## config.mk

```make
export PLATFORM = sky130hd
export DESIGN_NAME = boost_ot_accum
export DESIGN_NICKNAME = d
export VERILOG_FILES = /design/src/rtl/boc_pkg.sv /design/src/rtl/boc_window_ctr.sv /design/src/rtl/boc_hit_ctr.sv /design/src/rtl/boc_fault_latch.sv /design/src/rtl/boost_ot_accum.sv
export SDC_FILE = /design/constraint.sdc
export NUM_CORES = 1
export LEC_CHECK = 0
export ABC_AREA = 1
export ABC_CLOCK_PERIOD_IN_PS = 5250
export BUFFER_PORTS_ARGS = -buffer_cell sky130_fd_sc_hd__buf_4
export CAP_MARGIN = 40
export CORE_UTILIZATION = 30
export DETAILED_ROUTE_END_ITERATION = 12
export SLEW_MARGIN = 5
export SYNTH_ARGS = -nofsm -noshare
export SYNTH_HDL_FRONTEND = slang
export SYNTH_HIERARCHICAL = 1
export SYNTH_SLANG_ARGS = --single-unit
```

## constraint.sdc

```tcl
create_clock -name clk -period 5.25 [get_ports clk]
set_input_delay 0.7875 -clock clk [delete_from_list [all_inputs] [get_ports clk]]
set_output_delay 0.7875 -clock clk [all_outputs]
set_load 0.005 [all_outputs]
```

## src/rtl/boc_pkg.sv

```systemverilog
package boc_pkg;

    localparam int CODE_W        = 7;
    localparam int LIM_STEP_1X   = 256;
    localparam int LIM_OFS_1X    = 128;

    typedef enum logic {
        WIN_1X = 1'b0,
        WIN_2X = 1'b1
    } win_mode_e;

    typedef struct packed {
        logic stb;
        logic hi;
    } boc_sample_t;

    // On-time limit in samples; the long window doubles step and offset.
    function automatic logic [31:0] on_limit(input logic [CODE_W-1:0] code,
                                             input win_mode_e mode);
        logic [31:0] base;
        base = 32'(code) * 32'(LIM_STEP_1X) + 32'(LIM_OFS_1X);
        return (mode == WIN_2X) ? (base << 1) : base;
    endfunction

endpackage

```

## src/rtl/boc_window_ctr.sv

```systemverilog
module boc_window_ctr
    import boc_pkg::*;
#(
    parameter int WIN_SHORT = 50000,
    parameter int WIN_LONG  = 100000,
    parameter int CNT_W     = 17
) (
    input  logic             clk,
    input  logic             rst,
    input  logic             clr,
    input  logic             stb,
    input  win_mode_e        mode,
    output logic             win_end
);
    localparam logic [CNT_W-1:0] LAST_1X = CNT_W'(WIN_SHORT - 1);
    localparam logic [CNT_W-1:0] LAST_2X = CNT_W'(WIN_LONG - 1);

    logic [CNT_W-1:0] win_cnt;
    logic [CNT_W-1:0] last_idx;

    assign last_idx = (mode == WIN_2X) ? LAST_2X : LAST_1X;
    assign win_end  = stb && (win_cnt >= last_idx);

    always_ff @(posedge clk) begin
        if (rst || clr)   win_cnt <= '0;
        else if (win_end) win_cnt <= '0;
        else if (stb)     win_cnt <= win_cnt + 1'b1;
    end

    a_r6_win_bound: assert property (@(posedge clk) disable iff (rst)
        win_cnt <= LAST_2X);

    a_r7_idle_hold: assert property (@(posedge clk) disable iff (rst)
        (!clr && !stb) |=> $stable(win_cnt));

endmodule

```

## src/rtl/boc_hit_ctr.sv

```systemverilog
module boc_hit_ctr
    import boc_pkg::*;
#(
    parameter int CNT_W = 17
) (
    input  logic             clk,
    input  logic             rst,
    input  logic             clr,
    input  boc_sample_t      smp,
    input  logic             win_end,
    output logic [CNT_W-1:0] hit_cnt,
    output logic [CNT_W-1:0] hit_next
);
    assign hit_next = hit_cnt + CNT_W'(smp.stb && smp.hi);

    always_ff @(posedge clk) begin
        if (rst || clr)   hit_cnt <= '0;
        else if (win_end) hit_cnt <= '0;
        else if (smp.stb) hit_cnt <= hit_next;
    end

    a_r3_hold_idle: assert property (@(posedge clk) disable iff (rst)
        (!clr && !smp.stb) |=> $stable(hit_cnt));

    a_r3_step_one: assert property (@(posedge clk) disable iff (rst)
        (!clr && smp.stb && smp.hi && !win_end) |=> (hit_cnt == $past(hit_cnt) + 1'b1));

    a_r6_clear_at_end: assert property (@(posedge clk) disable iff (rst)
        win_end |=> (hit_cnt == '0));

endmodule

```

## src/rtl/boc_fault_latch.sv

```systemverilog
module boc_fault_latch
    import boc_pkg::*;
#(
    parameter int CNT_W = 17
) (
    input  logic             clk,
    input  logic             rst,
    input  logic             clr,
    input  logic             stb,
    input  logic [CNT_W-1:0] hit_next,
    input  logic [31:0]      limit,
    output logic             fault
);
    logic over;
    assign over = stb && (32'(hit_next) > limit);

    always_ff @(posedge clk) begin
        if (rst || clr) fault <= 1'b0;
        else if (over)  fault <= 1'b1;
    end

    a_r8_latched: assert property (@(posedge clk) disable iff (rst)
        (fault && !clr) |=> fault);

    a_r4_rise_cause: assert property (@(posedge clk) disable iff (rst)
        $rose(fault) |-> $past(over));

endmodule

```

## src/rtl/boost_ot_accum.sv

```systemverilog
module boost_ot_accum
    import boc_pkg::*;
#(
    parameter int WIN_SHORT = 50000,
    parameter int WIN_LONG  = 100000,
    parameter int CNT_W     = $clog2(WIN_LONG + 1)
) (
    input  logic                  clk,
    input  logic                  rst,
    input  logic                  prot_dis_i,
    input  logic                  sample_stb_i,
    input  logic                  cmp_hi_i,
    input  logic                  win_long_i,
    input  logic [CODE_W-1:0]     thr_code_i,
    output logic                  fault_o,
    output logic [CNT_W-1:0]      hit_count_o
);
    boc_sample_t      smp;
    win_mode_e        mode;
    logic             win_end;
    logic [CNT_W-1:0] hit_next;
    logic [31:0]      limit;

    assign smp.stb = sample_stb_i && !prot_dis_i;
    assign smp.hi  = cmp_hi_i;
    assign mode    = win_long_i ? WIN_2X : WIN_1X;
    assign limit   = on_limit(thr_code_i, mode);

    boc_window_ctr #(
        .WIN_SHORT (WIN_SHORT),
        .WIN_LONG  (WIN_LONG),
        .CNT_W     (CNT_W)
    ) win_i (
        .clk     (clk),
        .rst     (rst),
        .clr     (prot_dis_i),
        .stb     (smp.stb),
        .mode    (mode),
        .win_end (win_end)
    );

    boc_hit_ctr #(
        .CNT_W (CNT_W)
    ) hit_i (
        .clk      (clk),
        .rst      (rst),
        .clr      (prot_dis_i),
        .smp      (smp),
        .win_end  (win_end),
        .hit_cnt  (hit_count_o),
        .hit_next (hit_next)
    );

    boc_fault_latch #(
        .CNT_W (CNT_W)
    ) flt_i (
        .clk      (clk),
        .rst      (rst),
        .clr      (prot_dis_i),
        .stb      (smp.stb),
        .hit_next (hit_next),
        .limit    (limit),
        .fault    (fault_o)
    );

    a_r2_disabled_clear: assert property (@(posedge clk) disable iff (rst)
        prot_dis_i |=> (!fault_o && hit_count_o == '0));

endmodule

```

=== Word level (Yosys, flattened, before mapping) ===
Cells that the tools add are included.

* $add $sub $neg: 3
* $lt $le $gt $ge: 2
* Mux-type cells: 3
* Reduce and logical (&&, ||, !) cells: 7

{| class="wikitable"
|+ Operators with widths
! kind !! number
|-
| $mux 17 || 2
|-
| $add 17x1->17 || 1
|-
| $add 17x1->17 const B || 1
|-
| $ge 17x17->1 || 1
|-
| $gt 17x17->1 || 1
|-
| $add 15x8->16 const B || 1
|-
| $logic_and 1x1->1 || 4
|-
| $reduce_or 2->1 || 1
|-
| $logic_not 1->1 || 1
|-
| $logic_or 1x1->1 || 1
|-
| $mux 1 || 1
|}

* Register bits after elaboration: 35
* Output and inout bits: 18
* Logic and storage cells: 18

=== Depth between registers and ports, before layout ===
* Depth in word-level cells: 6
* Gate-level depth with buffers: 24
* Mapped depth without buffers: 22

=== Modules after synthesis ===
Netlist, hierarchy kept.

{| class="wikitable"
|+ By module, submodules not included
! module !! times used !! cells an instance !! area an instance (sq um) !! seq. area each (sq um)
|-
| boc_hit_ctr || 1 || 184 || 1147.4 || 340.3
|-
| boc_window_ctr || 1 || 155 || 1074.8 || 340.3
|-
| boc_fault_latch || 1 || 102 || 606.8 || 20.0
|-
| boost_ot_accum || 1 || 26 || 107.6 || 0.0
|}

=== Least setup slack after synthesis ===
Ideal clock, no wire load.

* Path kind: input-to-reg
* From: input sample_stb_i
* To: register flt_i.fault
* Library setup time: 0.114 ns
* Data arrival time: 3.408 ns
* Required time: 5.136 ns
* Setup slack: 1.728 ns
* Stages: 20
* Buffers on the path: 2
* Cell sequence: inv_1 nor2_1 buf_2 buf_1 nand2_1 inv_1 ha_1 ha_1 nand3_2 nor2_2 nand2_1 nand2_1 nand2_1 ha_1 nand2_1 nor3_1 nand3_1 o21a_1 nand2_1 a21oi_2

{| class="wikitable"
|+ RTL lines
! what !! RTL line !! text
|-
| start: declaration || boost_ot_accum.sv:11 || <nowiki>input logic sample_stb_i,</nowiki>
|-
| end signal: assignment || boc_fault_latch.sv:18 || <nowiki>if (rst || clr) fault <= 1'b0;</nowiki>
|-
| end signal: assignment || boc_fault_latch.sv:19 || <nowiki>else if (over) fault <= 1'b1;</nowiki>
|-
| end: declaration || boc_fault_latch.sv:12 || <nowiki>output logic fault</nowiki>
|}

==> flow_summary.toml <==
[place]
dpl.hpwl_microns = 5400
port_buffers = 30
gp_congestion = 0.887
post_dp_cell_area_sq_mm = 0.00337
pre_cts_ws_ns = 1.63

[global_routing]
grt_usage_pct = 15.0
antenna_found_initial = 0
overflow = 0
grt_pass1_wl_microns = 12100
grt_max_degree = 28
grt_pass1_vias = 2848

[synth]
synthCells = 467
synth_ff_type = "dfxtp_1"
synth_largest_area_cell = "dfxtp_1"
ys_top_cells_by_area = "dfxtp_1, nand2_1, ha_1, inv_1, nor2_1"
syn_area_sq_mm = 0.00294
seq_area_frac_synth_pct = 23.9
synth.distinct_cells = 35
synth_seq_cells = 35
syn_area_per_cell_sq_um = 6.29
synth_edf_count = 0
synth_top_area_share_pct = 23.9
synthArstFlopShare_pct = 0
ys_warn_count = 6

[setup_path]
worstSetupStartpointType = "input pin"
worst_setup_path_end_kind = "flip-flop"
critPathMaxStageDelay_ns = 0.31
critPathKind = "in -> reg"
path_cells = "buf_4 > nor2_2 > buf_4 > nand2_1 > inv_1 > ha_1 > ha_1 > nand3_2 > nor2_2 > nand2_1 > nand2_1 > nand2_1 > ha_1 > nand2_1 > nor3_1 > nand3_1 > o21a_1 > nand2_1 > a21oi_2"
r2r_start = "hit_i/hit_cnt[0]"
rr_endpoint = "flt_i/fault"
cpMostUsedCell = "nand2_1"
worstPathArrival_ns = 3.50
r2r_slack_ns = 2.71
crit_slowest_cell = "buf_4"
worst-r2r-cell-count = 14
critical_path_required_ns = 5.46
cp_max_fo = 27

[drt]
drtPass1Iterations = 4
antenna_left = 0
totalWireLength_microns = 6820
drtIter0Drc = 88
viasPerCell = 4.35
via_count = 2852
drc = 0
wl_per_cell_microns = 10.4

[sta]
post-route-period-util_pct = 62.8
slew_viol_final = 0
min_period_ns = 3.30
max_freq_ghz = 0.303
setup_slack_ns = 1.95
rsz0062_at_grt = "false"
slew_headroom_pct = 49.4
worstMarginPinSlew_ns = 0.758
hold_violations = 0
finClkSkew_ns = 0.0135
finalSetupViolCount = 0
holdWs_ns = 0.493
fin_setup_tns_ns = 0

[min_path]
whs_endpoint = "flt_i/fault"
hp-start = "flt_i/fault"
whs_path_depth = 2
min_path_type = "reg -> reg"

[floorplan]
rows = 35
design.die.area_sq_mm = 0.0102
die_x_microns = 101
core_sq_mm = 0.00937
initial_core_util_pct = 31.3
die_y_microns = 101
ios = 31

[finish]
diodes = 0
syn_to_final_growth_pct = 18.2
final_core_util_pct = 37.0
fillCellCount = 1059
final_area_sq_mm = 0.00347
regArea_sq_um = 701
final_nets = 565
drive_above_1_share_pct = 13.5
multiInputGateArea_sq_mm = 0.00195

[power]
p_int_uw = 422
pwr-share-clk_pct = 39.1
power.static_leakage_uw = 0.00179
switching_power_uw = 166
seq_power_share_pct = 46.8
sw_frac_of_total_pct = 28.2
power_density_mw_per_mm2 = 169
power_frac_comb_pct = 14.1
vdd_drop_max_v = 0.0000961

[clocking]
cts.sinks = 35
cts_tree = "yes"
numCtsBuffers = 5
clockRootBuffer = "clkbuf_8"
cts-resized-gates = 0
path_clk_slew_ns = 0.09
cts_setup_buffers = 0
htree_num_levels = 2
cts_hold_buf = 0
clockBufferDepth = 2
worstSkewPairLatency_ns = 0.30

[job]
max_cap_viol_count = 0

[run_status]
run_status = "finished clean"
how the worst max path moves through the flow:
stage                 startpoint           to  slack, ns  cells after the start
floorplan           sample_stb_i  flt_i/fault       1.73                     20
CTS                   prot_dis_i  flt_i/fault       1.95                     19
global placement      prot_dis_i  flt_i/fault       1.68                     19
detailed placement    prot_dis_i  flt_i/fault       1.63                     19
finish                prot_dis_i  flt_i/fault       1.95                     19
global route          prot_dis_i  flt_i/fault       1.58                     21
final cells by class:
type	instances	share of cell area, %
Multi-Input combinational cell	366	56.2
Sequential cell	35	20.2
Inverter	86	9.30
Timing Repair Buffer	31	6.70
Tap cell	129	4.65
Clock buffer	7	2.77
Clock inverter	1	0.216
synthesized netlist by cell type, types with 3 or more instances:
master / count
a21oi_1: 16
a21oi_2: 3
buf_6: 5
dfxtp_1: 35
ha_1: 27
inv_1: 81
inv_2: 5
nand2_1: 123
nand2_2: 5
nand3_1: 29
nand4_1: 4
nor2_1: 66
nor2_2: 7
nor3_1: 7
o21ai_0: 4
o21ai_1: 8
xnor2_1: 5
xor2_1: 15
critical path, delay by kind of cell:
| kind | cells | cell delay, ns |
|---|---|---|
| adders and majority gates | 3 | 0.70 |
| buffers and inverters | 3 | 0.49 |
| AOI/OAI and AO/OA | 2 | 0.22 |
| and+or+nand+nor | 11 | 1.27 |
power groups by stage:
stage | logic, uW | registers (uW) | clock network [uW]
floorplan | 59.6 | 280 | 0
global placement | 80.4 | 281 | 0
detailed placement | 82.6 | 281 | 0
CTS | 83.2 | 275 | 236
global route | 98.0 | 276 | 245
finish | 82.9 | 275 | 230
through the flow:
stage,cells,total power [uW]
4_1_cts,655,594
3_5_place_dp,647,364
3_3_place_gp,647,362
6_report,655,588
5_1_grt,655,619
2_1_floorplan,495,339
routing by layer:
layer | global-route usage (%) | vias up | share of wire [%]
li1 | - | 1520 | -
met1 | 17.4 | 1275 | 45
met2 | 27.3 | 48 | 50
met3 | 2.91 | 9 | 3.8
met4 | 5.13 | 0 | 1.5
met5 | 0 | - | 0
state kept, by name (all words and copies together), names as in the netlist:
name,count
hit_i/hit_cnt,17
win_i/win_cnt,17
flt_i/fault,1
cells in the final DEF (no fill, tap or decap), types with 3 or more instances in the layout:
master / synthesis / final
a21oi_1: 16 / 16
xor2_1: 15 / 15
clkbuf_8: 0 / 7
ha_1: 27 / 27
o21ai_1: 8 / 8
xnor2_1: 5 / 5
nand3_1: 29 / 29
nand2_1: 123 / 123
inv_2: 5 / 5
dfxtp_1: 35 / 35
nor3_1: 7 / 7
nor2_1: 66 / 65
nand4_1: 4 / 4
a21oi_2: 3 / 3
conb_1: 1 / 29
nand2_2: 5 / 5
nor2_2: 7 / 8
buf_4: 0 / 31
o21ai_0: 4 / 4
inv_1: 81 / 81
cell families (layout without fill, tap and decap cells):
family                     Yosys count  count (layout)  synth area share (%)
AOI/OAI and AO/OA                   36              36                  7.29
xor gates and xnor gates            20              20                  5.97
adders and majority gates           27              27                  11.5
buffers and inverters               94             125                  13.4
DFF                                 35              35                  23.9
muxes                                1               1                 0.341
other                                1              29                 0.128
and+or+nand+nor                    253             253                  37.5
Power figures use the tool's default switching activity.
